===== src/rtl/sr_pkg.sv =====
package sr_pkg;
   localparam int unsigned BANK_W      = 3;
   localparam int unsigned SAVED_BANKS = 5;
   localparam int unsigned FLAG_W      = 4;

   typedef enum logic [BANK_W-1:0] {
      BK_USER  = 3'd0,
      BK_FAST  = 3'd1,
      BK_IRQ   = 3'd2,
      BK_SUPV  = 3'd3,
      BK_ABORT = 3'd4,
      BK_UNDEF = 3'd5,
      BK_NONEA = 3'd6,
      BK_NONEB = 3'd7
   } bank_e;

   function automatic logic bank_has_saved(input logic [BANK_W-1:0] b);
      return (b >= BK_FAST) && (b <= BK_UNDEF);
   endfunction
endpackage


===== src/rtl/sr_field_mask.sv =====
module sr_field_mask #(
   parameter int unsigned DATA_W   = 32,
   parameter int unsigned MODE_W   = 5,
   parameter int unsigned IRQ_LSB  = 6,
   parameter int unsigned IRQ_W    = 2,
   parameter int unsigned FLAG_W   = 4,
   parameter logic [3:0]  FULL_SEL = 4'b1001
) (
   input  logic              restrict_user,
   input  logic [3:0]        sel,
   output logic [DATA_W-1:0] mask
);
   localparam logic [DATA_W-1:0] ONES      = '1;
   localparam logic [DATA_W-1:0] FLAG_MASK = ONES << (DATA_W - FLAG_W);
   localparam logic [DATA_W-1:0] MODE_MASK = ONES >> (DATA_W - MODE_W);
   localparam logic [DATA_W-1:0] IRQ_MASK  = (ONES >> (DATA_W - IRQ_W)) << IRQ_LSB;
   localparam logic [DATA_W-1:0] CTRL_MASK = MODE_MASK | IRQ_MASK;

   // Priority decode: full word, then control field, then flag field.
   always_comb begin
      if (restrict_user)
         mask = sel[3] ? FLAG_MASK : '0;
      else if (sel == FULL_SEL)
         mask = ONES;
      else if (sel[0])
         mask = CTRL_MASK;
      else if (sel[3])
         mask = FLAG_MASK;
      else
         mask = '0;
   end
endmodule


===== src/rtl/sr_flag_calc.sv =====
module sr_flag_calc #(
   parameter int unsigned DATA_W = 32
) (
   input  logic [DATA_W-1:0] op_a,
   input  logic [DATA_W-1:0] op_b,
   input  logic [DATA_W-1:0] result,
   input  logic              is_sub,
   output logic              n_o,
   output logic              z_o,
   output logic              c_o,
   output logic              v_o
);
   localparam int unsigned MSB = DATA_W - 1;

   logic neg_a, neg_b, neg_r;

   always_comb begin
      neg_a = op_a[MSB];
      neg_b = op_b[MSB];
      neg_r = result[MSB];
      n_o   = neg_r;
      z_o   = (result == '0);
      if (is_sub) begin
         c_o = (neg_a & ~neg_b) | (neg_a & ~neg_r) | (~neg_b & ~neg_r);
         v_o = (neg_a & ~neg_b & ~neg_r) | (~neg_a & neg_b & neg_r);
      end else begin
         c_o = (neg_a & neg_b) | (neg_a & ~neg_r) | (neg_b & ~neg_r);
         v_o = (neg_a & neg_b & ~neg_r) | (~neg_a & ~neg_b & neg_r);
      end
   end
endmodule


===== src/rtl/sr_saved_bank.sv =====
module sr_saved_bank #(
   parameter int unsigned DATA_W = 32,
   parameter int unsigned NUM    = 5
) (
   input  logic                             clk,
   input  logic                             rst_n,
   input  logic                             wr_en,
   input  logic [$clog2(NUM)-1:0]           slot,
   input  logic [DATA_W-1:0]                mask,
   input  logic [DATA_W-1:0]                data,
   output logic [NUM-1:0][DATA_W-1:0]       words
);
   localparam int unsigned SLOT_W = $clog2(NUM);

   for (genvar i = 0; i < NUM; i++) begin : g_slot
      always_ff @(posedge clk or negedge rst_n) begin
         if (!rst_n)
            words[i] <= '0;
         else if (wr_en && (slot == SLOT_W'(i)))
            words[i] <= (words[i] & ~mask) | (data & mask);
      end
   end
endmodule


===== src/rtl/sr_status_unit.sv =====
module sr_status_unit
   import sr_pkg::*;
#(
   parameter int unsigned       DATA_W    = 32,
   parameter int unsigned       INSTR_W   = 32,
   parameter int unsigned       SEL_LSB   = 16,
   parameter int unsigned       MODE_W    = 5,
   parameter int unsigned       IRQ_LSB   = 6,
   parameter int unsigned       IRQ_W     = 2,
   parameter logic [3:0]        FULL_SEL  = 4'b1001,
   parameter logic [DATA_W-1:0] RESET_VAL = 32'h0000_00D3
) (
   input  logic              clk,
   input  logic              rst_n,
   input  logic              wr_cur,
   input  logic              wr_sav,
   input  logic [INSTR_W-1:0] instr,
   input  logic [DATA_W-1:0] wr_data,
   input  logic [2:0]        bank,
   input  logic              flag_en,
   input  logic              is_sub,
   input  logic [DATA_W-1:0] op_a,
   input  logic [DATA_W-1:0] op_b,
   input  logic [DATA_W-1:0] result,
   output logic [DATA_W-1:0] cur_status,
   output logic [DATA_W-1:0] sav_status,
   output logic              flag_n,
   output logic              flag_z,
   output logic              flag_c,
   output logic              flag_v,
   output logic              mode_chg
);
   localparam int unsigned SLOT_W   = $clog2(SAVED_BANKS);
   localparam int unsigned FLAG_LSB = DATA_W - FLAG_W;

   // Elaboration-time configuration checks
   if (DATA_W < 8)
      begin : g_bad_width $error("status word too narrow"); end
   if (IRQ_LSB + IRQ_W > FLAG_LSB)
      begin : g_bad_irq $error("interrupt bits overlap flag field"); end
   if (MODE_W > IRQ_LSB || MODE_W == 0)
      begin : g_bad_mode $error("mode field overlaps interrupt bits"); end
   if (SEL_LSB + 4 > INSTR_W)
      begin : g_bad_sel $error("selector lies outside instruction word"); end

   logic [3:0]        sel;
   logic              user_bank;
   logic              has_saved;
   logic [SLOT_W-1:0] slot;
   logic [DATA_W-1:0] cur_mask, sav_mask;
   logic [DATA_W-1:0] cur_q, cur_nxt;
   logic              mode_chg_q;
   logic              fn, fz, fc, fv;
   logic [SAVED_BANKS-1:0][DATA_W-1:0] saved_words;

   assign sel       = instr[SEL_LSB +: 4];
   assign user_bank = (bank == BK_USER);
   assign has_saved = bank_has_saved(bank);
   assign slot      = SLOT_W'(bank - 3'd1);

   if (INSTR_W > SEL_LSB + 4 && SEL_LSB > 0) begin : g_unused_both
      logic unused_instr_bits;
      assign unused_instr_bits = ^{instr[INSTR_W-1:SEL_LSB+4], instr[SEL_LSB-1:0]};
   end else if (SEL_LSB > 0) begin : g_unused_low
      logic unused_instr_bits;
      assign unused_instr_bits = ^instr[SEL_LSB-1:0];
   end else if (INSTR_W > SEL_LSB + 4) begin : g_unused_high
      logic unused_instr_bits;
      assign unused_instr_bits = ^instr[INSTR_W-1:SEL_LSB+4];
   end

   sr_field_mask #(
      .DATA_W(DATA_W), .MODE_W(MODE_W), .IRQ_LSB(IRQ_LSB),
      .IRQ_W(IRQ_W), .FLAG_W(FLAG_W), .FULL_SEL(FULL_SEL)
   ) u_cur_mask (
      .restrict_user(user_bank), .sel(sel), .mask(cur_mask)
   );

   sr_field_mask #(
      .DATA_W(DATA_W), .MODE_W(MODE_W), .IRQ_LSB(IRQ_LSB),
      .IRQ_W(IRQ_W), .FLAG_W(FLAG_W), .FULL_SEL(FULL_SEL)
   ) u_sav_mask (
      .restrict_user(1'b0), .sel(sel), .mask(sav_mask)
   );

   sr_flag_calc #(.DATA_W(DATA_W)) u_flags (
      .op_a(op_a), .op_b(op_b), .result(result), .is_sub(is_sub),
      .n_o(fn), .z_o(fz), .c_o(fc), .v_o(fv)
   );

   sr_saved_bank #(.DATA_W(DATA_W), .NUM(SAVED_BANKS)) u_saved (
      .clk(clk), .rst_n(rst_n), .wr_en(wr_sav && has_saved),
      .slot(slot), .mask(sav_mask), .data(wr_data), .words(saved_words)
   );

   // Instruction write takes priority over the arithmetic flag path.
   always_comb begin
      cur_nxt = cur_q;
      if (wr_cur)
         cur_nxt = (cur_q & ~cur_mask) | (wr_data & cur_mask);
      else if (flag_en)
         cur_nxt[DATA_W-1 -: FLAG_W] = {fn, fz, fc, fv};
   end

   always_ff @(posedge clk or negedge rst_n) begin
      if (!rst_n) begin
         cur_q      <= RESET_VAL;
         mode_chg_q <= 1'b0;
      end else begin
         cur_q      <= cur_nxt;
         mode_chg_q <= wr_cur && (cur_nxt[MODE_W-1:0] != cur_q[MODE_W-1:0]);
      end
   end

   assign cur_status = cur_q;
   assign sav_status = has_saved ? saved_words[slot] : cur_q;
   assign flag_n     = cur_q[DATA_W-1];
   assign flag_z     = cur_q[DATA_W-2];
   assign flag_c     = cur_q[DATA_W-3];
   assign flag_v     = cur_q[DATA_W-4];
   assign mode_chg   = mode_chg_q;
endmodule


===== config.mk =====
export PLATFORM = sky130hd
export DESIGN_NAME = sr_status_unit
export DESIGN_NICKNAME = d
export VERILOG_FILES = /design/src/rtl/sr_pkg.sv /design/src/rtl/sr_field_mask.sv /design/src/rtl/sr_flag_calc.sv /design/src/rtl/sr_saved_bank.sv /design/src/rtl/sr_status_unit.sv
export SDC_FILE = /design/constraint.sdc
export NUM_CORES = 1
export LEC_CHECK = 0
export BUFFER_PORTS_ARGS = -buffer_cell sky130_fd_sc_hd__buf_2
export CAP_MARGIN = 20
export CORE_ASPECT_RATIO = 1.2
export CORE_MARGIN = 10
export CORE_UTILIZATION = 45
export DETAILED_ROUTE_END_ITERATION = 7
export PLACE_DENSITY = 0.7
export SLEW_MARGIN = 10
export SYNTH_ARGS = -nofsm -noshare
export SYNTH_HDL_FRONTEND = slang
export SYNTH_SLANG_ARGS = --single-unit

===== constraint.sdc =====
create_clock -name clk -period 4.5 [get_ports clk]
set_input_delay 1.125 -clock clk [delete_from_list [all_inputs] [get_ports clk]]
set_output_delay 1.125 -clock clk [all_outputs]
set_load 0.005 [all_outputs]

Word-level counts from Yosys, hierarchy flattened
Index checks and enable logic that the tools add are counted.
{"block": "totals", "ff_bits": 193, "in_bits": 169}
{"block": "op_classes", "addsub": 1, "order_cmp": 3, "n_eq_ne": 6, "mux": 12, "bitwise": 36, "reduce_logical": 12}
{"op": "$and A32 B32 Y32", "n": 8}
{"op": "$mux W32", "n": 6}
{"op": "$or A32 B32 Y32", "n": 6}
{"op": "$bmux W32 S3", "n": 1}
{"op": "$not A32 Y32", "n": 2}
{"op": "$logic_not A32 Y1", "n": 1}
{"op": "$and A1 B1 Y1", "n": 11}
{"op": "$logic_and A1 B1 Y1", "n": 8}
{"op": "$mux W4", "n": 2}
{"op": "$eq A3 B2 Y1 const B", "n": 2}
{"op": "$logic_not A3 Y1", "n": 2}
{"op": "$or A1 B1 Y1", "n": 6}
{"op": "$mux W5", "n": 1}
{"op": "$ne A5 B5 Y1", "n": 1}
{"op": "$eq A4 B4 Y1 const B", "n": 1}
{"op": "$lt A3 B4 Y1 const B", "n": 1}
{"op": "$eq A3 B1 Y1 const B", "n": 1}
{"op": "$eq A3 B3 Y1 const B", "n": 1}
{"op": "$ge A3 B1 Y1 const B", "n": 1}
{"op": "$le A3 B3 Y1 const B", "n": 1}
{"op": "$not A1 Y1", "n": 3}
{"op": "$sub A3 B1 Y3 const B", "n": 1}
{"op": "$mux W1", "n": 2}
{"op": "$reduce_bool A2 Y1", "n": 1}

Depth between registers and ports, before layout
{"block": "depth", "ltp_word": 10, "depth_mapped": 10, "mapped_depth_nobuf": 7}

Hierarchy
Synthesis repeated with hierarchy kept, for this count alone.
{"block": "hier_totals", "hier_cells": 878, "hier_area_um2": 10348.7}
{"module": "sr_saved_bank", "instances": 1, "cells_per_inst": 504, "area_per_inst_um2": 6681.4}
{"module": "sr_status_unit", "instances": 1, "cells_per_inst": 288, "area_per_inst_um2": 3059.2}
{"module": "sr_field_mask", "instances": 2, "cells_per_inst": 34, "area_per_inst_um2": 249.0}
{"module": "sr_flag_calc", "instances": 1, "cells_per_inst": 18, "area_per_inst_um2": 110.1}

Worst setup path before layout
OpenSTA, ideal clock, no wires.
{"block": "synth_timing", "path_type": "input-to-output", "start": "input port bank[0]", "end": "output port sav_status[10]", "arrival_ns": 3.093, "path_slack_ns": 0.282, "cell_stages": 9, "n_path_buf": 4, "path_cell_list": "buf_6 -> buf_2 -> inv_1 -> ha_1 -> clkbuf_1 -> clkbuf_1 -> mux4_2 -> a221oi_1 -> nor2_1"}
{"block": "synth_via", "elab_chain_len": 4, "word_cells_on_any_way": 7}
{"item": "start: declaration", "line": "sr_status_unit.sv:19", "rtl": "input logic [2:0] bank,"}
{"item": "$sub A3 B1 Y3", "line": "sr_status_unit.sv:59", "rtl": "assign slot = SLOT_W'(bank - 3'd1);"}
{"item": "$bmux W32 S3", "line": "sr_status_unit.sv:116", "rtl": "assign sav_status = has_saved ? saved_words[slot] : cur_q;"}
{"item": "$mux W32 (not written as such)", "line": "sr_status_unit.sv:116"}
{"item": "$mux W32 (*)", "line": "sr_status_unit.sv:116"}
{"item": "end: declaration", "line": "sr_status_unit.sv:26", "rtl": "output logic [DATA_W-1:0] sav_status,"}
Mark *: on every way between the ends. The rest lies on a longest branch, timed or not. The select of a mux whose other input is x is not followed.

Final worst setup path
{"block": "layout_timing", "start": "input port bank[0]", "end": "output port sav_status[5]"}
The elaborated chain is that of the path after synthesis.

==> metrics.cfg <==
[clock_tree]
cts.sinks=193
post_cts_resized=0
ctsHoldBuffers=0
cts_tree=done
clock_latency_ps=430
path_clk_slew_ps=60
cts_root_buf=clkbuf_16
cts_max_path_buffers=2
h-tree-depth=4
postCtsSetupBuffers=0
cts_made_buffers=17

[run]
max_cap_violations=0

[yosys]
yosys.area_share.simple_pct=5.76
synthMuxAreaShare_pct=32.0
netlist_area_sq_um=9010
synth-edff-count=0
synthAdderAreaFrac_pct=0.944
synth_compound_area_share_pct=4.21
yosys_warnings=0
synth-xor-area-share_pct=0.583
synth_top_family_by_area=multiplexers
yosysSeqAreaShare_pct=53.7
ys_ff_latch=193
syn-instance-count=632
syn-num-nets=807
synth_cell_types=45
ys_async_sr_fraction_pct=100
syn_area_per_cell_sq_um=14.3
synthFlopType=dfrtp_1

[timing]
tns_ps=0
fmax_mhz=232
hold_violations=0
min_period_ps=4310
worst_slew_pin_slew_ps=1050
fin_crit_sh_pct=95.8
slew_headroom_pct=30.1
finClkSkew_ps=4.15
fin_hold_ws_ps=499
setup_viol=0
rsz0062_at_grt=false
setup_slack_ps=190
slew_viol_final=0

[final_layout]
final_cell_mix=188 x dfrtp_1, 181 x mux2_2, 146 x buf_2
area_delta_synth_final_pct=17.7
final_util_pct=54.1
drive_gt1_share_pct=54.0
nets=949
mostFrequentLayoutCell=dfrtp_1
fill_cells=1627
stdcell_area_sq_um=10600

[routing]
viasPerCell=5.62
ant_nets=0
vias=5895
wirelength_mm=22.3
wl_per_cell_microns=21.3
first_iter_violations=392
drt-pass1-iter-count=4
route.detailed.drc=0

[floorplanning]
die_h_microns=175
die_area_sq_um=26100
ios=238
core_sq_um=19600
dieWidth_microns=149
num_rows=56
start_util_pct=45.9

[critical_path]
worst_setup_path_end_kind=primary output
r2r-start=cur_status[0]
crit_type=input port to primary output
slowest_stage=a221oi_1
startpoint_type=input port
cp.required_ps=3380
arrival_ps=3180
path_max_fanout=16
r2r_slack_ps=3400
crit_path_cell_trace=buf_2 > inv_1 > ha_1 > ha_1 > and3_1 > buf_12 > a221oi_1 > nor2_1 > buf_2
critPathLaunch=bank[0]
cp_slowest_stage_delay_ps=450

[global_routing]
grt_pass1_vias=6542
grt_pass1_wl_mm=35.4
grtUsageTotal_pct=17.2
grt_remaining_overflow=0
grt_max_degree=128
antenna_found_initial=2

[placed_design]
place_ws_ps=235
portBuffers=147
dpl_cell_area_sq_um=10000
gp_congestion=0.815
dp_hpwl_mm=15.4

[pwr]
p_leak_nw=5.12
vdd.ir_drop.worst_mv=0.252
power_density_nw_per_um2=413

[worst_hold_path]
hold_class=flip-flop to flip-flop

[outcome]
status=complete, no violations

-- final timing paths --
| path | cells after the start | endpoint |
|---|---|---|
| setup / recovery | 9 | sav_status[5] |
| hold / removal | 1 | flip-flop |
| setup reg to reg | 3 | mode_chg |
| hold reg to reg | 1 | flip-flop |
| max in group asynchronous | 2 | async pin |
| min in group asynchronous | 1 | async pin |
-- where the power goes --
| group | internal (mW) | switching [mW] | leakage (nW) |
|---|---|---|---|
| clock | 0.811 | 0.642 | 0.260 |
| sequential | 2.00 | 0.147 | 2.52 |
| combinational | 0.438 | 0.341 | 2.34 |
-- synthesized netlist by cell type, types with 2 or more instances --
cell type	n	area [sq um]
mux4_2	32	721
dfrtp_1	188	4700
ha_1	6	75.1
o21ai_0	2	10.0
nand2b_1	2	12.5
and3_1	3	18.8
buf_4	10	75.1
xor2_1	3	26.3
nor2_1	68	255
buf_6	3	33.8
inv_1	5	18.8
mux2_4	7	105
xnor2_1	3	26.3
mux2_2	181	2040
clkbuf_1	22	82.6
nand2_1	3	11.3
nand3_1	6	30.0
nand4_1	8	50.1
a21oi_1	3	15.0
a221o_1	2	20.0
buf_2	8	40.0
dfstp_2	5	131
nor2b_1	3	18.8
nor4_1	7	43.8
a221oi_1	32	280
-- through the flow --
step                total power, mW  cells
floorplan                      2.62    632
global placement               2.91   1016
detailed placement             2.97   1016
CTS                            4.42   1048
global route                   4.59   1048
finish                         4.38   1049
-- logic make-up after synthesis --
logic type | count (synthesis)
DFF | 193
xor gates and xnor gates | 6
buffers and inverters | 49
and+or+nand+nor | 109
AOI/OAI and AO/OA | 46
adders and majority gates | 7
muxes | 222
-- per-layer routing --
layer / share of wire [%] / vias to the layer above / track usage [%]
met2: 52 / 171 / 29.7
met4: 1.7 / 2 / 5.53
met5: 0.058 / - / 0
met3: 6.4 / 27 / 4.78
met1: 40 / 3058 / 20.1
li1: - / 2637 / -
-- worst max-delay path, delay by kind of cell --
family                   cells  cell delay, ps
buffers and inverters        4             600
AO/OA/AOI/OAI                1             450
adder cells (fa/ha/maj)      2             530
AND/OR/NAND/NOR              2             460
-- final cells by class --
| class | instances | area [sq um] | area share, % |
|---|---|---|---|
| Sequential cell | 193 | 4840 | 45.6 |
| Multi-Input combinational cell | 390 | 3930 | 37.1 |
| Timing Repair Buffer | 167 | 932 | 8.79 |
| Clock buffer | 25 | 485 | 4.58 |
| Tap cell | 261 | 327 | 3.08 |
| Clock inverter | 7 | 77.6 | 0.731 |
| Inverter | 5 | 18.8 | 0.177 |
| Antenna cell | 1 | 2.50 | 0.0236 |
(Power assumes the default switching activity.)
